$ cat config.mk
export PLATFORM = sky130hd
export DESIGN_NAME = bert_core
export DESIGN_NICKNAME = d
export VERILOG_FILES = /design/src/rtl/bert_pkg.sv /design/src/rtl/bert_datapath.sv /design/src/rtl/bert_control.sv /design/src/rtl/bert_core.sv
export SDC_FILE = /design/constraint.sdc
export NUM_CORES = 1
export LEC_CHECK = 0
export ABC_AREA = 1
export BUFFER_PORTS_ARGS = -buffer_cell sky130_fd_sc_hd__buf_2
export CORE_MARGIN = 5
export CORE_UTILIZATION = 55
export CTS_BUF_LIST = sky130_fd_sc_hd__clkbuf_2
export DETAILED_ROUTE_END_ITERATION = 7
export PLACE_DENSITY = 0.74
export REMOVE_ABC_BUFFERS = 1
export SLEW_MARGIN = 10
export SYNTH_ARGS = -nofsm -noshare
export SYNTH_HDL_FRONTEND = slang
export SYNTH_HIERARCHICAL = 1
export SYNTH_SLANG_ARGS = --single-unit
export TNS_END_PERCENT = 50
$ cat constraint.sdc
create_clock -name clk -period 20.5 [get_ports clk]
set_clock_uncertainty 0.1 [all_clocks]
set_input_delay 4.1 -clock clk [delete_from_list [all_inputs] [get_ports clk]]
set_output_delay 4.1 -clock clk [all_outputs]
set_load 0.02 [all_outputs]
$ cat src/rtl/bert_pkg.sv
package bert_pkg;

  localparam int LFSR_W = 23;
  localparam int RATE_W = 24;

  typedef enum logic [1:0] {
    PAT_PRBS15   = 2'd0,
    PAT_PRBS23   = 2'd1,
    PAT_USER     = 2'd2,
    PAT_USER_ALT = 2'd3
  } patMode_e;

  typedef struct packed {
    logic flipTx;    // invert the bit being generated
    logic loadRx;    // hunting: shift received bit into predictor
    logic slip;      // hunting: hold user-word phase on mismatch
    logic countErr;  // add one to the live error count
  } bertCtl_t;

  function automatic logic lfsrFb(input logic [LFSR_W-1:0] s, input patMode_e m);
    return (m == PAT_PRBS23) ? (s[22] ^ s[17]) : (s[14] ^ s[13]);
  endfunction

endpackage

$ cat src/rtl/bert_datapath.sv
module bert_datapath
  import bert_pkg::*;
#(
  parameter int PAT_W = 32,
  parameter int CNT_W = 24,
  parameter int LEN_W = $clog2(PAT_W)
) (
  input  logic             clk,
  input  logic             rstN,
  input  logic [1:0]       patSel,
  input  logic [PAT_W-1:0] userPat,
  input  logic [LEN_W-1:0] userLen,
  input  logic             txEn,
  input  logic             rxEn,
  input  logic             rxBit,
  input  logic             latchStrb,
  input  bertCtl_t         ctl,
  output logic             txBit,
  output logic             errBit,
  output logic [CNT_W-1:0] errCount
);

  patMode_e mode;
  logic     userMode;
  assign mode     = patMode_e'(patSel);
  assign userMode = (mode == PAT_USER) || (mode == PAT_USER_ALT);

  // ---------------- generator ----------------
  logic [LFSR_W-1:0] txLfsr;
  logic [LEN_W-1:0]  txIdx;
  logic              txBitQ;
  logic              genBit;

  assign genBit = userMode ? userPat[txIdx] : lfsrFb(txLfsr, mode);

  always_ff @(posedge clk) begin
    if (!rstN) begin
      txLfsr <= '1;
      txIdx  <= '0;
      txBitQ <= 1'b0;
    end else if (txEn) begin
      txBitQ <= genBit ^ ctl.flipTx;
      txLfsr <= {txLfsr[LFSR_W-2:0], lfsrFb(txLfsr, mode)};
      txIdx  <= (txIdx >= userLen) ? '0 : txIdx + 1'b1;
    end
  end

  assign txBit = txBitQ;

  // ---------------- checker prediction ----------------
  logic [LFSR_W-1:0] rxLfsr;
  logic [LEN_W-1:0]  rxIdx;
  logic              expBit;

  assign expBit = userMode ? userPat[rxIdx] : lfsrFb(rxLfsr, mode);
  assign errBit = rxEn & (rxBit ^ expBit);

  always_ff @(posedge clk) begin
    if (!rstN) begin
      rxLfsr <= '1;
      rxIdx  <= '0;
    end else if (rxEn) begin
      rxLfsr <= {rxLfsr[LFSR_W-2:0], ctl.loadRx ? rxBit : expBit};
      if (!ctl.slip)
        rxIdx <= (rxIdx >= userLen) ? '0 : rxIdx + 1'b1;
    end
  end

  // ---------------- error counter ----------------
  logic [CNT_W-1:0] liveCnt;
  logic [CNT_W-1:0] latchQ;
  logic             cntFull;

  assign cntFull = &liveCnt;

  always_ff @(posedge clk) begin
    if (!rstN) begin
      liveCnt <= '0;
      latchQ  <= '0;
    end else if (latchStrb) begin
      latchQ  <= liveCnt;
      liveCnt <= ctl.countErr ? CNT_W'(1) : '0;
    end else if (ctl.countErr && !cntFull) begin
      liveCnt <= liveCnt + 1'b1;
    end
  end

  assign errCount = latchQ;

  // ---------------- assertions ----------------
  p_tx_hold_r11: assert property (@(posedge clk) disable iff (!rstN)
    !txEn |=> $stable(txBitQ));

  p_saturate_r9: assert property (@(posedge clk) disable iff (!rstN)
    (cntFull && !latchStrb) |=> cntFull);

  p_latch_restart_r10: assert property (@(posedge clk) disable iff (!rstN)
    latchStrb |=> (liveCnt <= CNT_W'(1)) && (latchQ == $past(liveCnt)));

  p_hold_unless_counted_r8: assert property (@(posedge clk) disable iff (!rstN)
    (!ctl.countErr && !latchStrb) |=> $stable(liveCnt));

endmodule

$ cat src/rtl/bert_control.sv
module bert_control
  import bert_pkg::*;
#(
  parameter int SYNC_CLEAN = 32,
  parameter int WIN_LEN    = 64,
  parameter int LOSS_ERRS  = 6,
  parameter int MAX_EXP    = 7
) (
  input  logic       clk,
  input  logic       rstN,
  input  logic       txEn,
  input  logic       rxEn,
  input  logic       errBit,
  input  logic       injOne,
  input  logic [2:0] rateSel,
  output bertCtl_t   ctl,
  output logic       inSync
);

  localparam int CLEAN_W = $clog2(SYNC_CLEAN + 1);
  localparam int WIN_W   = $clog2(WIN_LEN);
  localparam int WERR_W  = $clog2(LOSS_ERRS + 1);

  // ---------------- sync state ----------------
  logic              inSyncQ;
  logic [CLEAN_W-1:0] cleanCnt;
  logic [WIN_W-1:0]   winCnt;
  logic [WERR_W-1:0]  winErr;

  always_ff @(posedge clk) begin
    if (!rstN) begin
      inSyncQ  <= 1'b0;
      cleanCnt <= '0;
      winCnt   <= '0;
      winErr   <= '0;
    end else if (rxEn) begin
      if (!inSyncQ) begin
        if (errBit) begin
          cleanCnt <= '0;
        end else if (cleanCnt == CLEAN_W'(SYNC_CLEAN - 1)) begin
          inSyncQ  <= 1'b1;
          cleanCnt <= '0;
          winCnt   <= '0;
          winErr   <= '0;
        end else begin
          cleanCnt <= cleanCnt + 1'b1;
        end
      end else begin
        if (errBit && (winErr == WERR_W'(LOSS_ERRS - 1))) begin
          inSyncQ  <= 1'b0;
          cleanCnt <= '0;
        end else if (winCnt == WIN_W'(WIN_LEN - 1)) begin
          winCnt <= '0;
          winErr <= '0;
        end else begin
          winCnt <= winCnt + 1'b1;
          winErr <= winErr + WERR_W'(errBit);
        end
      end
    end
  end

  assign inSync = inSyncQ;

  // ---------------- error injection ----------------
  function automatic logic [RATE_W-1:0] rateLimit(input logic [2:0] n);
    logic [RATE_W-1:0] v;
    v = RATE_W'(1);
    for (int i = 1; i <= MAX_EXP; i++)
      if (i <= int'(n)) v = v * RATE_W'(10);
    return v - 1'b1;
  endfunction

  logic              pendQ;
  logic [RATE_W-1:0] rateCnt;
  logic              rateOn;
  logic              rateHit;

  assign rateOn  = (rateSel != 3'd0);
  assign rateHit = txEn && rateOn && (rateCnt >= rateLimit(rateSel));

  always_ff @(posedge clk) begin
    if (!rstN) begin
      pendQ   <= 1'b0;
      rateCnt <= '0;
    end else begin
      if (txEn)        pendQ <= 1'b0;
      else if (injOne) pendQ <= 1'b1;

      if (!rateOn)   rateCnt <= '0;
      else if (txEn) rateCnt <= rateHit ? '0 : rateCnt + 1'b1;
    end
  end

  always_comb begin
    ctl.flipTx   = txEn & (pendQ | injOne | rateHit);
    ctl.loadRx   = !inSyncQ;
    ctl.slip     = !inSyncQ & errBit;
    ctl.countErr = inSyncQ & errBit;
  end

  // ---------------- assertions ----------------
  p_gain_on_clean_r6: assert property (@(posedge clk) disable iff (!rstN)
    $rose(inSyncQ) |-> ($past(rxEn) && !$past(errBit)));

  p_loss_on_error_r7: assert property (@(posedge clk) disable iff (!rstN)
    $fell(inSyncQ) |-> ($past(rxEn) && $past(errBit)));

  p_single_served_r4: assert property (@(posedge clk) disable iff (!rstN)
    (pendQ && txEn) |=> !pendQ);

  p_win_bound_r7: assert property (@(posedge clk) disable iff (!rstN)
    inSyncQ |-> (winErr < WERR_W'(LOSS_ERRS)));

endmodule

$ cat src/rtl/bert_core.sv
module bert_core
  import bert_pkg::*;
#(
  parameter int PAT_W      = 32,
  parameter int CNT_W      = 24,
  parameter int LEN_W      = $clog2(PAT_W),
  parameter int SYNC_CLEAN = 32,
  parameter int WIN_LEN    = 64,
  parameter int LOSS_ERRS  = 6
) (
  input  logic             clk,
  input  logic             rstN,
  input  logic [1:0]       patSel,
  input  logic [PAT_W-1:0] userPat,
  input  logic [LEN_W-1:0] userLen,
  input  logic             txEn,
  input  logic             injOne,
  input  logic [2:0]       rateSel,
  output logic             txBit,
  input  logic             rxEn,
  input  logic             rxBit,
  input  logic             latchStrb,
  output logic             inSync,
  output logic [CNT_W-1:0] errCount
);

  bertCtl_t ctl;
  logic     errBit;

  bert_datapath #(.PAT_W(PAT_W), .CNT_W(CNT_W), .LEN_W(LEN_W)) u_dp (
    .clk(clk), .rstN(rstN), .patSel(patSel), .userPat(userPat),
    .userLen(userLen), .txEn(txEn), .rxEn(rxEn), .rxBit(rxBit),
    .latchStrb(latchStrb), .ctl(ctl), .txBit(txBit), .errBit(errBit),
    .errCount(errCount)
  );

  bert_control #(.SYNC_CLEAN(SYNC_CLEAN), .WIN_LEN(WIN_LEN),
                 .LOSS_ERRS(LOSS_ERRS)) u_ctl (
    .clk(clk), .rstN(rstN), .txEn(txEn), .rxEn(rxEn), .errBit(errBit),
    .injOne(injOne), .rateSel(rateSel), .ctl(ctl), .inSync(inSync)
  );

endmodule

==> out/results.txt, run 1 <==
Detail Placement HPWL - 21000 um
Outcome - completed
Max frequency - 0.0825 GHz
Max Cap Viol - 0
Final Slew Violations - 0
RSZ-0062 raised after global routing - false
Grt peak-use layer - met2
Layout area overhead - 6.48%
Pin count of the biggest net entering global routing - 51
Met3 Use GR - 4.20%
Met1 Usage GRT - 30.6%
WHS Endpoint - u_dp/txLfsr[6]
WP data arrival - 12.59 ns
Crit path max-delay family - simple AND/OR/NAND/NOR gates
Die ar. - 23200 um2
Reg2reg end - u_dp/rxIdx[2]
H-tree levels - 4
Max IR drop VDD - 49.4 uV
Lkg Pwr - 5.88 nW
Hold Buf Count CTS - 0
Yosys warning total - 6
Most common cell on crit path - nand2_1
Relative slew slack - 35.1%
Vias in the first global route - 10028
Number of synthesized flops with an enable pin - 0
Most used DFF post-synth - dfxtp_1
Critical Path End Type - flip-flop
Largest incremental delay on the critical path - 0.44 ns
Synth top area cells - dfxtp_1, ha_1, nand2_1, nor2_1, nand3_1
Total CTS buffers - 17
Crit path required time - 20.96 ns
Setup Fix Bufs, Post-CTS - 0
R2r setup slk - 16.29 ns
Worst-path clk slew - 0.22 ns
Initial Util - 55.5%
Fin cells - 2036
Post-cts sizing count - 0
Mapped Avg Cell Area - 6.54 um2
Sequential cell area fraction in the yosys report - 26.2%
Vias - 10904
Core area - 20100 um2
Gpl congestion - 0.904
Min Tclk post-route - 12.12 ns
Via density per instance - 5.36
Min-Delay Path Depth - 2
Clk root buf - clkbuf_2
CP max stage cell - nand2_1
Final ANT Viol Nets - 0
Worst-Margin Slew - 0.971 ns
Total track usage - 22.9%
Final hold vios - 0
Seq cells post-synth - 146
Setup TNS - 0 ns
Most common cell after layout, fill and taps aside - nand2_1
Post-synth ARST share - 0%
WL/cell - 13.4 um
Initial antenna violation count - 1
Worst-case clock buffer depth - 2
Routed wire length - 27200 um
CTS sink cnt - 146
Kind of critical path - in2reg
Final worst-path cycle share - 59.1%
Grt total ovfl - 0
Synth Instances - 1705
Synth area leader - dfxtp_1
Total I/O pin count - 75
CTS tree - done
Commonest non-fill, non-tap cells in the layout - nand2_1, nor2_1, inv_1
Count of cell types in the netlist - 55
Worst reg2reg path startpoint - u_dp/rxIdx[0]
Skew-Pair Late Insertion Delay - 0.70 ns
PD cells - 56.5 nW/um2
Critical path buffers and inverters - 7
Hold Crit Class - reg2reg
Die width - 152 um
PortBufs - 74
Placed cell count - 2003
Standard-cell row count - 52
Area share of the largest cell type after synthesis - 26.2%
Hold_sp - u_dp/txLfsr[5]
Setup violations, final - 0
First-pass GRT wire length - 45800 um
Crit-path max FO - 21
Final #Nets - 1940
Ratio of cells with drive above 1 in the final layout - 8.73%
Mapped Area - 11200 um2
DR iter-0 viols - 756
Worst reg-to-reg path cell count - 15
Met2 GRT Util - 38.3%
Worst setup path start - rateSel[2]
Crit path launch type - input pin
Chip height - 152 um
DRC - 0
DR pass1 iterations - 5
==> metrics by stage <==
step           hold slack (ns)  area [um2]  power [mW]  setup WS [ns]  util, %
3_5_place_dp             0.343       11700       0.529           7.72     58.0
6_report                 0.362       11900       0.671           8.38     59.1
4_1_cts                  0.371       11900       0.676           8.50     59.1
2_1_floorplan            0.323       10900       0.471           9.18        -
5_1_grt                  0.390       11900       0.727           7.57     59.1
3_3_place_gp             0.337       11700       0.525           8.03     58.0
==> worst min-delay path, cell delays in order (launching register included) <==
cell and delay [ns]:
dfxtp_1 0.35, nand2_1 0.06, nand3_1 0.06
==> area by class of cell <==
type | count | area (um2)
Fill cell | 1981 | 8230
Multi-Input combinational cell | 1312 | 7270
Sequential cell | 146 | 2920
Inverter | 197 | 739
Timing Repair Buffer | 78 | 400
Tap cell | 270 | 338
Clock inverter | 15 | 119
Clock buffer | 17 | 85.1
Antenna cell | 1 | 2.50
==> worst max-delay path by stage <==
stage	slack, ns	endpoint	depth (start not counted)
final	8.38	u_ctl/rateCnt[18]	51
after global routing	7.57	u_ctl/rateCnt[20]	51
after CTS	8.50	u_ctl/rateCnt[18]	51
after detailed placement	7.72	u_ctl/rateCnt[18]	51
after global placement	8.03	u_ctl/rateCnt[4]	51
after floorplan	9.18	u_dp/txBit	53
==> power by group <==
group | internal (mW) | switching, mW | total, mW
clock network | 0.0417 | 0.103 | 0.145
logic | 0.0821 | 0.141 | 0.223
registers | 0.294 | 0.00900 | 0.303
==> synth_stat cells (all sizes together), types with 2 or more instances <==
library cell    n
a211oi          3
a31oi           6
xor2           24
or2            13
a21boi          2
dfxtp         146
o211ai         12
nor4            4
nand3b          4
xnor2          10
a21o            4
nor3b           5
nor2          213
o21bai          2
clkbuf         31
fa              3
o21ai          99
ha            136
nand4          29
buf            19
a22oi           2
a21oi         104
nor3           32
o21a            5
and2            3
inv           196
o22ai           4
nand3         150
nand2         435
==> flip-flops by register name (all words and copies together) (netlist names) <==
| register | flops |
|---|---|
| u_dp/rxLfsr | 23 |
| u_dp/txBit | 1 |
| u_dp/rxIdx | 5 |
| u_dp/liveCnt | 24 |
| u_ctl/cleanCnt | 6 |
| u_ctl/winCnt | 6 |
| u_dp/txLfsr | 23 |
| u_dp/errCount | 24 |
| u_ctl/inSync | 1 |
| u_ctl/pendQ | 1 |
| u_dp/txIdx | 5 |
| u_ctl/winErr | 3 |
| u_ctl/rateCnt | 24 |
==> logic make-up after synthesis <==
logic type                 count (synthesis)  share of synthesized area (%)
and+or+nand+nor                          889                           34.0
AOI/OAI and AO/OA                        250                           12.7
buffers and inverters                    247                           8.62
DFF                                      146                           26.2
adders and majority gates                139                           15.8
xor gates and xnor gates                  34                           2.67
==> per-layer routing <==
metal	share of wire (%)	vias to the layer above	routed length, um
met1	47	4931	12900
met2	46	250	12500
met4	1.2	0	332
met3	5.5	20	1490
li1	-	5703	-
met5	0	-	0
(Power assumes the default switching activity.)
==> run 2: changes to the inputs <==
Settings changed: ABC_AREA 1 to 0, PLACE_DENSITY 0.74 to 0.77.
Clock period 20.5 ns to 10.8 ns, I/O delays scaled along.
==> run 2 against run 1 <==
  * Global-route usage decreased by 2.4 points
  * Count of clock-buffer cells in the layout unchanged
  * Critical path depth decreased by 8
  * Die area decreased by 4.8%
  * Sequential power increased by 83%
==> out/results.txt, run 2 <==
Standard-cell row count - 50
Mapped Avg Cell Area - 8.53 um2
Seq cells post-synth - 146
Worst reg2reg path startpoint - u_dp/rxIdx[1]
WP data arrival - 10.72 ns
Top cells by count, synth - dfxtp_1, nor2_1, ha_1, nand2_1, mux2i_1
ANT cells - 0
Skew-Pair Late Insertion Delay - 0.67 ns
CP Capture Point - u_dp/txBit
Crit-path max FO - 6
Most common cell on crit path - ha_1
Layout area overhead - 8.01%
First-pass GRT wire length - 38700 um
Chip height - 149 um
Largest incremental delay on the critical path - 0.39 ns
Gpl congestion - 0.894
Crit path required time - 11.27 ns
Die width - 149 um
WL/cell - 14.4 um
Grt total ovfl - 0
DRC - 0
Total CTS buffers - 17
Dpl cell area - 11200 um2
Min Hold Slack - 0.382 ns
CTS sink cnt - 146
DR iter-0 viols - 566
Min Tclk post-route - 10.25 ns
Reg2reg end - u_dp/liveCnt[17]
Vias - 8828
Number of synthesized flops with an enable pin - 0
Final ANT Viol Nets - 0
Via density per instance - 5.61
Lkg Pwr - 5.24 nW
Max IR drop VDD - 79.4 uV
Worst-Margin Slew - 1.01 ns
Critical Path End Type - flip-flop
Total I/O pin count - 75
Die ar. - 22100 um2
Setup TNS - 0 ns
Synth top area cells - dfxtp_1, ha_1, mux2i_1, nor2_1, nand2_1
Area share of the largest cell type after synthesis - 27.6%
Final #Nets - 1488
Initial Util - 56.2%
Final worst-path cycle share - 94.9%
Sequential cell area fraction in the yosys report - 27.6%
Crit path launch type - input pin
Ratio of cells with drive above 1 in the final layout - 11.7%
Vias in the first global route - 8571
Worst setup path start - rateSel[2]
Post-synth ARST share - 0%
Outcome - completed
Total track usage - 20.5%
Detail Placement HPWL - 17300 um
Yosys warning total - 6
Pre-CTS WS - -0.175 ns
Commonest non-fill, non-tap cells in the layout - nor2_1, dfxtp_1, ha_1
R2r setup slk - 6.22 ns
Layout Utilization - 60.7%
Synth Instances - 1241
PortBufs - 74
CTS tree - done
Final hold vios - 0
Initial antenna violation count - 1
Pin count of the biggest net entering global routing - 58
Setup Fix Bufs, Post-CTS - 0
Clk root buf - clkbuf_2
Worst reg-to-reg path cell count - 11
Setup violations, final - 0
RSZ-0062 raised after global routing - false
Hold Crit Class - reg2reg
Max frequency - 0.0975 GHz
Worst-case clock buffer depth - 2
Relative slew slack - 32.7%
Final Slew Violations - 0
Count of cell types in the netlist - 80
Kind of critical path - in2reg
Core area - 18800 um2
PD cells - 110 nW/um2
Mapped Area - 10600 um2
Final Cell Area - 11400 um2
Worst-path clk slew - 0.25 ns
Routed wire length - 22600 um
CP max stage cell - or3_1
H-tree levels - 4
Max Cap Viol - 0
Final Worst Setup Slack - 0.547 ns
Synth area leader - dfxtp_1
DR pass1 iterations - 5
Most used DFF post-synth - dfxtp_1
run 2: changes by cell type in the layout (fill, tap and decap cells not counted), moves of 33 or more:
cell     change
nor2_1      -63
nand3_1    -119
mux2i_1     +97
xnor2_1     +35
inv_1      -130
o21ai_0     -44
a21oi_1     -33
nand2_1    -310
run 2: power by group:
group	internal [mW]	leakage [nW]	switching, mW
clock network	0.108	0.137	0.204
logic	0.170	3.92	0.222
registers	0.544	1.18	0.00829
total	0.822	5.24	0.434
run 2: layout make-up:
class	instances	area [um2]
fillers	1666	7400
multi-input cells	983	7200
flip-flops and latches	146	2920
repair buffers	90	503
well taps	260	325
inverters	62	238
clock inverters	15	156
clock buffers	17	85.1
run 2: worst min-delay path by stage:
stage / startpoint / to / slack, ns / cells past startpoint
finish: u_dp/rxLfsr[10] / u_dp/rxLfsr[11] / 0.38 / 2
global route: u_dp/rxLfsr[10] / u_dp/rxLfsr[11] / 0.40 / 2
CTS: u_dp/rxLfsr[10] / u_dp/rxLfsr[11] / 0.39 / 2
detailed placement: u_dp/txLfsr[9] / u_dp/txLfsr[10] / 0.36 / 2
global placement: u_dp/rxLfsr[19] / u_dp/rxLfsr[20] / 0.35 / 2
floorplan: u_dp/txLfsr[0] / u_dp/txLfsr[1] / 0.34 / 2
run 2: metrics by stage:
step,total power [mW],cells
after floorplan,0.847,1191
after CTS,1.27,1573
after global placement,0.939,1541
after detailed placement,0.951,1541
after global routing,1.35,1573
final,1.26,1573
run 2: logic make-up (layout without fill, tap and decap cells):
| family | count (synthesis) | in the layout | share of synthesized area, % |
|---|---|---|---|
| adders and majority gates | 139 | 139 | 16.6 |
| and+or+nand+nor | 417 | 417 | 18.2 |
| buffers and inverters | 112 | 184 | 4.35 |
| xor gates and xnor gates | 83 | 83 | 6.87 |
| AOI/OAI and AO/OA | 236 | 236 | 15.1 |
| DFF | 146 | 146 | 27.6 |
| muxes | 108 | 108 | 11.2 |
run 2: repair_timing:
action | CTS | global route
hold buffers | 0 | 0
endpoints found under the hold margin | 0 | 0
resized for setup | 0 | 2
setup endpoints to repair | 0 | 22
run 2: critical path, delay by kind of cell:
kind / cells / cell delay (ns)
buffers and inverters: 1 / 0.11
XOR/XNOR: 4 / 0.63
AND/OR/NAND/NOR: 9 / 1.49
adder cells (fa/ha/maj): 10 / 2.95
multiplexers: 1 / 0.30
AO/OA/AOI/OAI: 18 / 3.10
run 2: metal layers:
metal / up-vias / global-route usage [%] / wire length [um] / share of wire, %
met5: - / 0 / 13 / 0.057
met4: 2 / 6.77 / 456 / 2.0
met3: 40 / 3.43 / 780 / 3.4
met2: 162 / 35.3 / 11000 / 49
met1: 4104 / 26.1 / 10300 / 46
li1: 4520 / - / - / -
==> run 3: changes to the inputs <==
Settings changed: PLACE_DENSITY 0.77 to 0.74.
Clock period 10.8 ns to 11.33 ns, I/O delays scaled along.
==> run 3 against run 2 <==
  * Combinational power fell by 5%
  * Cell count fell by 0.13%
  * Routed wire length rose by 1.9%
  * Global-route usage rose by 0.53 points
  * Via count rose by 0.20%
  * Design area fell by 0.54%
  * Critical path type unchanged
  * First-iteration DRC count fell by 14%
==> out/results.txt, run 3 (synthesis results as in run 2) <==
Outcome - completed
PortBufs - 74
Setup violations, final - 0
Highest metal used - met5
Crit-path max FO - 16
Max frequency - 0.0947 GHz
Largest incremental delay on the critical path - 0.43 ns
Dpl cell area - 11200 um2
PD cells - 103 nW/um2
Core area - 18800 um2
Crit path launch type - input pin
CP max stage cell - a2111oi_0
Via density per instance - 5.63
Clk root buf - clkbuf_2
Lkg Pwr - 5.21 nW
Most common cell on crit path - ha_1
Max Cap Viol - 0
Hold Buf Count CTS - 0
Final Slew Violations - 0
Routed wl met3 - 741 um
Commonest non-fill, non-tap cells in the layout - nor2_1, dfxtp_1, ha_1
Die ar. - 22100 um2
Vias - 8846
Detail Placement HPWL - 17700 um
Setup Fix Bufs, Post-CTS - 0
Die width - 149 um
Kind of critical path - in2reg
Min-Delay Path Depth - 2
Met1 wire length - 10200 um
Final #Nets - 1486
Gpl congestion - 0.871
Relative slew slack - 30.7%
DR iter-0 viols - 488
DR pass1 iterations - 8
Setup TNS - 0 ns
Critical Path End Type - flip-flop
Register area - 2920 um2
Total track usage - 21.0%
Initial antenna violation count - 1
DR WL met2 - 11900 um
Total CTS buffers - 17
WP data arrival - 11.07 ns
Max IR drop VDD - 92.3 uV
Skew-Pair Late Insertion Delay - 0.69 ns
DRC - 0
H-tree levels - 4
Number of fill cells - 1694
Min Tclk post-route - 10.56 ns
Worst-path clk slew - 0.22 ns
Post-cts sizing count - 0
Worst-Margin Slew - 1.04 ns
PnR Total Power - 1.17 mW
Vias in the first global route - 8620
Worst-case clock buffer depth - 2
Final worst-path cycle share - 93.2%
Standard-cell row count - 50
Crit path required time - 11.84 ns
Ratio of cells with drive above 1 in the final layout - 11.7%
Worst reg-to-reg path cell count - 12
First-pass GRT wire length - 39600 um
Hold Crit Class - reg2reg
Final ANT Viol Nets - 0
Grt total ovfl - 0
Routed wire length - 23000 um
Multi-input logic area - 7200 um2
CTS tree - done
R2r setup slk - 6.74 ns
Final Cell Area - 11400 um2
RSZ-0062 raised after global routing - false
Total I/O pin count - 75
Initial Util - 56.2%
Pre-CTS WS - 0.0104 ns
Layout Utilization - 60.4%
Chip height - 149 um
ANT cells - 0
Final hold vios - 0
Pin count of the biggest net entering global routing - 58
Final Worst Setup Slack - 0.767 ns
CTS sink cnt - 146
WL/cell - 14.7 um
Layout area overhead - 7.44%
## run 3: cell types whose count changed in the layout (fill, tap and decap cells not counted), sizes merged
| cell | delta |
|---|---|
| inv | -3 |
| buf | -2 |
| clkinvlp | +1 |
| clkbuf | +3 |
| bufinv | -1 |
## run 3: per-layer routing
| metal | vias up | track usage [%] |
|---|---|---|
| met1 | 4197 | 25.4 |
| met5 | - | 0 |
| met3 | 17 | 3.28 |
| met2 | 120 | 38.8 |
| li1 | 4510 | - |
| met4 | 2 | 5.45 |
## run 3: per-stage QoR
| step | hold WS (ns) | cells |
|---|---|---|
| 6_report | 0.384 | 1571 |
| 3_3_place_gp | 0.354 | 1539 |
| 4_1_cts | 0.384 | 1571 |
| 3_5_place_dp | 0.359 | 1539 |
| 2_1_floorplan | 0.338 | 1191 |
| 5_1_grt | 0.407 | 1571 |
## run 3: power breakdown
group,total [mW],internal (mW),switching (mW)
clock,0.268,0.0817,0.187
sequential,0.527,0.519,0.00817
combinational,0.373,0.160,0.214
total,1.17,0.760,0.409
## run 3: worst paths after layout
kind / endpoint / start
worst max-delay path: u_ctl/rateCnt[18] / rateSel[2]
worst min-delay path: u_dp/txLfsr[22] / u_dp/txLfsr[21]
worst max register to register: u_dp/liveCnt[23] / u_dp/rxIdx[1]
worst min register to register: u_dp/txLfsr[22] / u_dp/txLfsr[21]
## run 3: area by class of cell
type                       count  share of cell area (%)
multi-input combinational    983                    63.3
sequential                   146                    25.7
timing repair buffer          88                    4.18
tap                          260                    2.86
inverter                      62                    2.09
clock inverter                12                   0.957
clock buffer                  20                   0.880
## run 3: worst max-delay path, delay by kind of cell
family	cells	cell delay [ns]
muxes	1	0.31
buffers and inverters	2	0.40
and+or+nand+nor	8	1.40
xor gates and xnor gates	4	0.70
adders and majority gates	10	2.89
AOI/OAI and AO/OA	17	3.07
